**config.mk**
```make
export PLATFORM = sky130hd
export DESIGN_NAME = fp_sat_rounder
export DESIGN_NICKNAME = d
export VERILOG_FILES = /design/src/rtl/fp_rnd_pkg.sv /design/src/rtl/fp_denorm_detect.sv /design/src/rtl/fp_flag_mask.sv /design/src/rtl/fp_round_core.sv /design/src/rtl/fp_sat_rounder.sv
export SDC_FILE = /design/constraint.sdc
export NUM_CORES = 1
export LEC_CHECK = 0
export ABC_AREA = 1
export CAP_MARGIN = 20
export CORE_ASPECT_RATIO = 1.5
export CORE_MARGIN = 5
export CORE_UTILIZATION = 60
export CTS_CLUSTER_SIZE = 20
export DETAILED_ROUTE_END_ITERATION = 16
export DONT_BUFFER_PORTS = 1
export MAX_ROUTING_LAYER = met4
export PLACE_DENSITY = 0.73
export RECOVER_POWER = 50
export SYNTH_ARGS = -nofsm -noshare
export SYNTH_HDL_FRONTEND = slang
export SYNTH_HIERARCHICAL = 1
export SYNTH_SLANG_ARGS = --single-unit
```
**constraint.sdc**
```tcl
create_clock -name clk -period 1.9 [get_ports clk]
set_clock_uncertainty 0.1 [all_clocks]
set_input_delay 0.285 -clock clk [delete_from_list [all_inputs] [get_ports clk]]
set_output_delay 0.285 -clock clk [all_outputs]
set_load 0.05 [all_outputs]
```
**src/rtl/fp_rnd_pkg.sv**
```systemverilog
package fp_rnd_pkg;

  localparam int STAT_W     = 32;
  localparam int LANE_SHIFT = 15;
  localparam int FLAG_W     = LANE_SHIFT;
  localparam int GUARD_FLAG = 1;
  localparam int INEX_FLAG  = 0;

  typedef enum logic [1:0] {
    RND_NEAREST = 2'b00,
    RND_ZERO    = 2'b01,
    RND_POS_INF = 2'b10,
    RND_NEG_INF = 2'b11
  } rnd_mode_e;

  // Move a lower-lane mask into the selected lane.
  function automatic logic [STAT_W-1:0] place_in_lane(input logic [STAT_W-1:0] m,
                                                      input logic upper);
    place_in_lane = upper ? (m << LANE_SHIFT) : m;
  endfunction

  // Nearest-even decision: above half, or exactly half with an odd LSB.
  function automatic logic nearest_even_up(input logic guard, input logic sticky,
                                           input logic lsb);
    nearest_even_up = guard & (sticky | lsb);
  endfunction

endpackage

```
**src/rtl/fp_denorm_detect.sv**
```systemverilog
module fp_denorm_detect #(
  parameter int EXP_W  = 8,
  parameter int FRAC_W = 23
) (
  input  logic [EXP_W-1:0]  exp_i,
  input  logic [FRAC_W-1:0] frac_i,
  output logic              denorm_o
);
  logic exp_zero;
  logic frac_nonzero;

  assign exp_zero     = (exp_i == '0);
  assign frac_nonzero = |frac_i;
  assign denorm_o     = exp_zero & frac_nonzero;
endmodule

```
**src/rtl/fp_flag_mask.sv**
```systemverilog
module fp_flag_mask
  import fp_rnd_pkg::*;
(
  input  logic [FLAG_W-1:0] flags_i,
  input  logic              upper_i,
  output logic [STAT_W-1:0] set_mask_o,
  output logic [STAT_W-1:0] clr_mask_o
);
  logic [STAT_W-1:0] set_low;
  logic [STAT_W-1:0] clr_low;

  // Lower-lane forms, built bit by bit.
  for (genvar b = 0; b < STAT_W; b++) begin : g_bits
    if (b < FLAG_W) begin : g_flag
      assign set_low[b] = flags_i[b];
    end else begin : g_zero
      assign set_low[b] = 1'b0;
    end
    if (b == GUARD_FLAG || b == INEX_FLAG) begin : g_clr
      assign clr_low[b] = 1'b1;
    end else begin : g_keep
      assign clr_low[b] = 1'b0;
    end
  end

  assign set_mask_o = place_in_lane(set_low, upper_i);
  assign clr_mask_o = place_in_lane(clr_low, upper_i);
endmodule

```
**src/rtl/fp_round_core.sv**
```systemverilog
module fp_round_core
  import fp_rnd_pkg::*;
#(
  parameter int EXP_W  = 8,
  parameter int FRAC_W = 23
) (
  input  logic              sign_i,
  input  logic [EXP_W-1:0]  exp_i,
  input  logic [FRAC_W-1:0] frac_i,
  input  logic              guard_i,
  input  logic              sticky_i,
  input  logic [1:0]        mode_i,
  input  logic              inexact_en_i,
  output logic              sign_o,
  output logic [EXP_W-1:0]  exp_o,
  output logic [FRAC_W-1:0] frac_o,
  output logic              round_up_o,
  output logic              mant_carry_o,
  output logic              sat_hit_o
);
  localparam logic [EXP_W-1:0] EXP_MAXFIN = {{(EXP_W-1){1'b1}}, 1'b0};
  localparam int               SUM_W      = FRAC_W + 1;

  logic             do_round;
  logic [SUM_W-1:0] frac_sum;

  always_comb begin
    do_round     = !inexact_en_i && (mode_i == RND_NEAREST);
    round_up_o   = do_round && nearest_even_up(guard_i, sticky_i, frac_i[0]);
    frac_sum     = {1'b0, frac_i} + {{FRAC_W{1'b0}}, 1'b1};
    mant_carry_o = round_up_o && frac_sum[SUM_W-1];
    sat_hit_o    = mant_carry_o && (exp_i >= EXP_MAXFIN);

    sign_o = sign_i;
    exp_o  = exp_i;
    frac_o = frac_i;
    if (round_up_o) begin
      if (sat_hit_o) begin
        exp_o  = EXP_MAXFIN;
        frac_o = '1;
      end else if (mant_carry_o) begin
        exp_o  = exp_i + {{(EXP_W-1){1'b0}}, 1'b1};
        frac_o = frac_sum[FRAC_W-1:0];
      end else begin
        frac_o = frac_sum[FRAC_W-1:0];
      end
    end
  end
endmodule

```
**src/rtl/fp_sat_rounder.sv**
```systemverilog
module fp_sat_rounder
  import fp_rnd_pkg::*;
#(
  parameter bit DOUBLE = 1'b0,
  localparam int EXP_W  = DOUBLE ? 11 : 8,
  localparam int FRAC_W = DOUBLE ? 52 : 23
) (
  input  logic              clk,
  input  logic              rst_n,
  input  logic              in_valid,
  input  logic              in_sign,
  input  logic [EXP_W-1:0]  in_exp,
  input  logic [FRAC_W-1:0] in_frac,
  input  logic              in_guard,
  input  logic              in_sticky,
  input  logic [1:0]        rnd_mode,
  input  logic              inexact_en,
  input  logic              lane_upper,
  input  logic [14:0]       flag_in,
  output logic              out_valid,
  output logic              out_sign,
  output logic [EXP_W-1:0]  out_exp,
  output logic [FRAC_W-1:0] out_frac,
  output logic              out_denorm,
  output logic              out_rounded,
  output logic              out_sat,
  output logic [31:0]       set_mask,
  output logic [31:0]       clr_mask
);
  // Named internal events, visible to the bound checker.
  logic              rnd_sign_w;
  logic [EXP_W-1:0]  rnd_exp_w;
  logic [FRAC_W-1:0] rnd_frac_w;
  logic              round_up_w;
  logic              mant_carry_w;
  logic              sat_hit_w;
  logic              denorm_w;
  logic [STAT_W-1:0] set_mask_w;
  logic [STAT_W-1:0] clr_mask_w;

  fp_round_core #(.EXP_W(EXP_W), .FRAC_W(FRAC_W)) u_core (
    .sign_i       (in_sign),
    .exp_i        (in_exp),
    .frac_i       (in_frac),
    .guard_i      (in_guard),
    .sticky_i     (in_sticky),
    .mode_i       (rnd_mode),
    .inexact_en_i (inexact_en),
    .sign_o       (rnd_sign_w),
    .exp_o        (rnd_exp_w),
    .frac_o       (rnd_frac_w),
    .round_up_o   (round_up_w),
    .mant_carry_o (mant_carry_w),
    .sat_hit_o    (sat_hit_w)
  );

  fp_denorm_detect #(.EXP_W(EXP_W), .FRAC_W(FRAC_W)) u_denorm (
    .exp_i    (in_exp),
    .frac_i   (in_frac),
    .denorm_o (denorm_w)
  );

  fp_flag_mask u_mask (
    .flags_i    (flag_in),
    .upper_i    (lane_upper),
    .set_mask_o (set_mask_w),
    .clr_mask_o (clr_mask_w)
  );

  always_ff @(posedge clk) begin
    if (!rst_n) begin
      out_valid   <= 1'b0;
      out_sign    <= 1'b0;
      out_exp     <= '0;
      out_frac    <= '0;
      out_denorm  <= 1'b0;
      out_rounded <= 1'b0;
      out_sat     <= 1'b0;
      set_mask    <= '0;
      clr_mask    <= '0;
    end else begin
      out_valid <= in_valid;
      if (in_valid) begin
        out_sign    <= rnd_sign_w;
        out_exp     <= rnd_exp_w;
        out_frac    <= rnd_frac_w;
        out_denorm  <= denorm_w;
        out_rounded <= round_up_w;
        out_sat     <= sat_hit_w;
        set_mask    <= set_mask_w;
        clr_mask    <= clr_mask_w;
      end
    end
  end
endmodule

```
# Yosys cells after proc, flatten, opt, wreduce, memory -nomap -nowiden
# Cells that the tools add are included.
# op_classes
n_reduce_logical,8
n_bitwise,3
magnitude_cmp,1
muxes,7
n_addsub,2
# op_table
op,count
two-way mux 23 bit,2
two-way mux 30 bit,1
"adder 23 x 1 -> 24 bit, second input constant",1
two-way mux 8 bit,3
OR reduction 23 bit,1
two-way mux 17 bit,1
"adder 8 x 1 -> 8 bit, second input constant",1
"greater-or-equal comparator 8 bit, second input constant",1
logical NOT 8 bit,1
logical AND 1 bit,4
AND 1 bit,2
logical NOT 2 bit,1
logical NOT 1 bit,1
bitwise OR 1 bit,1
# word_totals
word_cells,30
regBits,100
output_inout_bits,100
in_bits,56

# Logic depth before layout (Yosys ltp)
# logic_depth
word_depth,7
ltp_mapped,13

# Cells and area by module
# Netlist, hierarchy kept.
# by_module_without_submodules
mod,n_inst,cells_per_inst,area_per_inst_um2
fp_sat_rounder,1,630,4062.6
fp_round_core,1,231,1187.4
fp_flag_mask,1,98,510.5
fp_denorm_detect,1,31,120.1

# Worst setup path before layout
# No wires, ideal clock.
# synth_path
kind,input port to flip-flop
from,input rnd_mode[1]
to,register out_frac[17]
path_slack_ps,283
required_time_ps,1736
stages,12
t_arrival_ps,1453
cell_sequence,nor2_1 -> nand3_1 -> nor2_4 -> nand2_4 -> clkinv_4 -> nand2_4 -> buf_6 -> nand3_2 -> inv_1 -> nand2_1 -> nand2_1 -> nor2_1
# synth_via
elab_chain_cells,7
# synth_lines
element,line,text
"start, declared",fp_sat_rounder.sv:16,"input logic [1:0] rnd_mode,"
logical NOT 2 bit *,fp_round_core.sv:28,do_round = !inexact_en_i && (mode_i == RND_NEAREST);
logical AND 1 bit *,fp_round_core.sv:28,
logical AND 1 bit *,fp_round_core.sv:29,"round_up_o = do_round && nearest_even_up(guard_i, sticky_i, frac_i[0]);"
logical AND 1 bit,fp_round_core.sv:31,mant_carry_o = round_up_o && frac_sum[SUM_W-1];
logical AND 1 bit,fp_round_core.sv:32,sat_hit_o = mant_carry_o && (exp_i >= EXP_MAXFIN);
two-way mux 23 bit,fp_round_core.sv:38,if (sat_hit_o) begin
two-way mux 23 bit *,fp_round_core.sv:37,if (round_up_o) begin
net rnd_frac_w[17],fp_sat_rounder.sv:33,logic [FRAC_W-1:0] rnd_frac_w;
"end signal, assigned",fp_sat_rounder.sv:86,out_frac <= rnd_frac_w;
"end, declared",fp_sat_rounder.sv:23,"output logic [FRAC_W-1:0] out_frac,"
# The timed path passes the listed nets; every way through them passes the cells marked *.
# A chain may end at the register's enable or synchronous reset.

# Worst setup path after layout
# layout_path
from,input in_exp[0]
to,register out_frac[15]
# layout_via
elab_chain_cells,4
# layout_lines
element,line,text
"start, declared",fp_sat_rounder.sv:12,"input logic [EXP_W-1:0] in_exp,"
greater-or-equal comparator 8 bit,fp_round_core.sv:32,
logical AND 1 bit,fp_round_core.sv:32,
two-way mux 23 bit,fp_round_core.sv:38,
two-way mux 23 bit,fp_round_core.sv:37,
net rnd_frac_w[15],fp_sat_rounder.sv:33,
# The timed path passes the listed nets, and every way through them passes these cells.

==> results.toml <==
[synthesis]
syn_inst = 990
synthTopCellsByCount = "nand2_1 (284), nor2_1 (256), inv_1 (174)"
synth_edf_count = 0
synth.most_common_cell = "nand2_1"
synth_top_cell_by_area = "dfxtp_1"
ys.flop_type = "dfxtp_1"
synth_area_per_cell_um2 = 5.94
ys_seq_area_share_pct = 34.0
syn_area_um2 = 5880
synth_top_area_share_pct = 34.0
synthTopCellsByArea = "dfxtp_1 (34%), nand2_1 (18%), nor2_1 (16%), inv_1 (11%), buf_4 (6.0%)"
synth_cell_types = 31
async_reset_ff_share_pct = 0
ys_ff_latch = 100
yosysWarnings = 6

[detailed_routing]
wl_per_cell_um = 12.4
ant_nets = 0
drt_iter0_markers = 244
viasPerCell = 4.71
vias = 5343
drc = 0
wl_um = 14100
dr.pass1.iters = 4

[sta]
slew_viol_final = 0
slew_headroom_pct = 60.2
rsz0062_at_grt = "false"
setup_viol = 0
fmax_mhz = 569
setup_tns_ps = 0
fin_crit_sh_pct = 92.5
final-hold-violation-count = 0
worst_pin_slew_ps = 597
min_period_ps = 1760

[cts]
path_clk_slew_ps = 70
numCtsBuffers = 9
tritoncts = "yes"
cts.path.max_buffers = 2
clock-root-buffer = "clkbuf_16"
insertion_delay_ps = 340
htree_levels = 3
clock_sinks = 100

[setup_path]
cp.arrival_ps = 1940
required_ps = 2080
critPathMaxFanout = 9
crit_buf_inv = 3
r2r_slack_ps = 300
crit_family = "simple AND/OR/NAND/NOR gates"
cpMaxStageDelayCell = "dlygate4sd3_1"
path_cells = "inv_1 > ha_1 > o211ai_1 > nor2_2 > nand2_4 > nand3_1 > inv_1 > nand2_1 > nand2_1 > dlygate4sd3_1 > nor2_1"
max_stage_delay_ps = 550
criticalPathCategory = "in -> reg"
r2r_start = "clr_mask[30]"
rr_endpoint = "clr_mask[30]"
crit_path_end_kind = "flop"
worstSetupStartpointType = "input port"
rr_worst_depth = 3

[place]
routabilityCongestion = 0.878
place_hpwl_um = 8850
dpl.cell_count = 1070
io_buffers = 0

[die]
num_rows = 44
ios = 156
die_y_um = 131
core_um2 = 9630
start_util_pct = 61.0
die-area_um2 = 11900
die_w_um = 90.8

[power]
power_density_nw_per_um2 = 798
p_leak_nw = 3.58
ir_drop_uv = 971

[global_route]
grt_pass1_vias = 4794
use_met3_pct = 7.09
grt_busiest_layer = "met2"
track_usage_pct = 24.0
grt_pass1_wl_um = 23200
grt_max_degree = 185
grt_overflow = 0
grt.met1_usage_pct = 27.2
met2_usage_pct = 41.4
antenna_found_initial = 0

[layout]
multi_input_area_um2 = 2840
fill_cells = 939
fin_cells = 1134
seqCellArea_um2 = 2000
drive_above_1_share_pct = 5.00
syn2layout_area_growth_pct = 10.5
antenna_cells = 0
nNetsFinal = 1074

[job]
max-cap-violations = 0

[min_path]
holdPathStages = 4
holdCritPathClass = "in -> reg"
min_from = "in_sign"
hold_end = "out_sign"

[status]
status = "finished, final reports clean"
## worst max path at each step
stage | to | startpoint | slack (ps) | depth (start not counted)
finish | out_frac[15] | in_exp[0] | 140 | 11
global route | out_frac[15] | rnd_mode[1] | 7 | 12
CTS | out_frac[15] | rnd_mode[1] | 20 | 12
detailed placement | out_frac[1] | rnd_mode[1] | 80 | 11
global placement | out_frac[1] | rnd_mode[1] | 80 | 11
floorplan | out_frac[17] | rnd_mode[1] | 280 | 12
## cell families (layout without fill, tap and decap cells)
kind of cell	Yosys count	in the layout	synth area share [%]
compound gates	16	16	1.53
fa+ha+maj	3	3	0.638
simple gates	616	616	43.1
other cells	1	30	0.0638
flops	100	100	34.0
xor+xnor	5	5	0.745
buf+inv	249	249	19.8
## per-layer routing
| layer | routed length, µm | share of wire, % |
|---|---|---|
| met5 | 0 | 0 |
| met4 | 158 | 1.1 |
| met3 | 1080 | 7.7 |
| met2 | 7080 | 50 |
| met1 | 5740 | 41 |
## registers in the layout (all words and copies together) (netlist names)
register and cells:
clr_mask 32, set_mask 32, out_frac 23, out_exp 8, out_denorm 1, out_rounded 1, out_sat 1, out_sign 1
out_valid 1
## cells in the final DEF (no fill, tap or decap)
master / n
nor2_4: 4
clkinv_4: 2
or2_1: 3
nor2_2: 6
ha_1: 3
nand2_2: 1
nor2_8: 1
o21ai_0: 8
clkbuf_1: 3
nor3_1: 1
clkinv_2: 1
nand4_1: 15
conb_1: 30
nand2_4: 4
dlygate4sd3_1: 46
o211ai_1: 1
o21ai_1: 4
nand2_1: 284
clkbuf_16: 9
nand3_1: 31
a21boi_1: 2
nand3b_1: 4
xor2_1: 4
nand3_2: 7
or2_2: 2
clkinvlp_4: 1
dfxtp_1: 100
buf_4: 9
xnor2_1: 1
inv_1: 174
nor2_1: 253
inv_2: 2
buf_16: 1
bufinv_16: 1
a21o_1: 1
## per-stage QoR
step / hold slack (ps) / power, mW / instance area [µm²] / util, % / setup WS [ps]
after global placement: 310 / 3.31 / 5700 / 59.1 / 83.1
final: 30.7 / 5.18 / 6500 / 67.4 / 142
after global routing: 6.24 / 5.45 / 6500 / 67.4 / 7.23
after floorplan: 438 / 3.38 / 5990 / - / 283
after CTS: 0.0241 / 5.23 / 6470 / 67.1 / 17.0
after detailed placement: 312 / 3.32 / 5700 / 59.1 / 81.3
## final cells by class
| cell class | instances | share of cell area, % |
|---|---|---|
| Clock buffer | 11 | 3.58 |
| Clock inverter | 4 | 0.790 |
| Inverter | 177 | 10.3 |
| Multi-Input combinational cell | 670 | 43.7 |
| Sequential cell | 100 | 30.8 |
| Tap cell | 115 | 2.21 |
| Timing Repair Buffer | 57 | 8.61 |
## where the power goes
part | total [mW] | switching (mW) | internal [mW]
sequential | 2.83 | 0.596 | 2.24
combinational | 0.569 | 0.292 | 0.277
clock | 1.78 | 0.766 | 1.02
## repair_timing
| action | 4_1_cts | 5_1_grt |
|---|---|---|
| endpoints found under the hold margin | 100 | 0 |
| endpoints found under the setup margin | 0 | 1 |
| buffers inserted | 0 | 2 |
| gates resized for setup | 0 | 5 |
| hold buffers | 47 | 0 |
## worst reg2reg max path, delay by kind of cell, from the launching register on
family / cells / cell delay (ps)
buffers and inverters: 1 / 580
flip-flops: 1 / 640
AND/OR/NAND/NOR: 2 / 230
No activity file was read; power rests on OpenSTA's default activity.
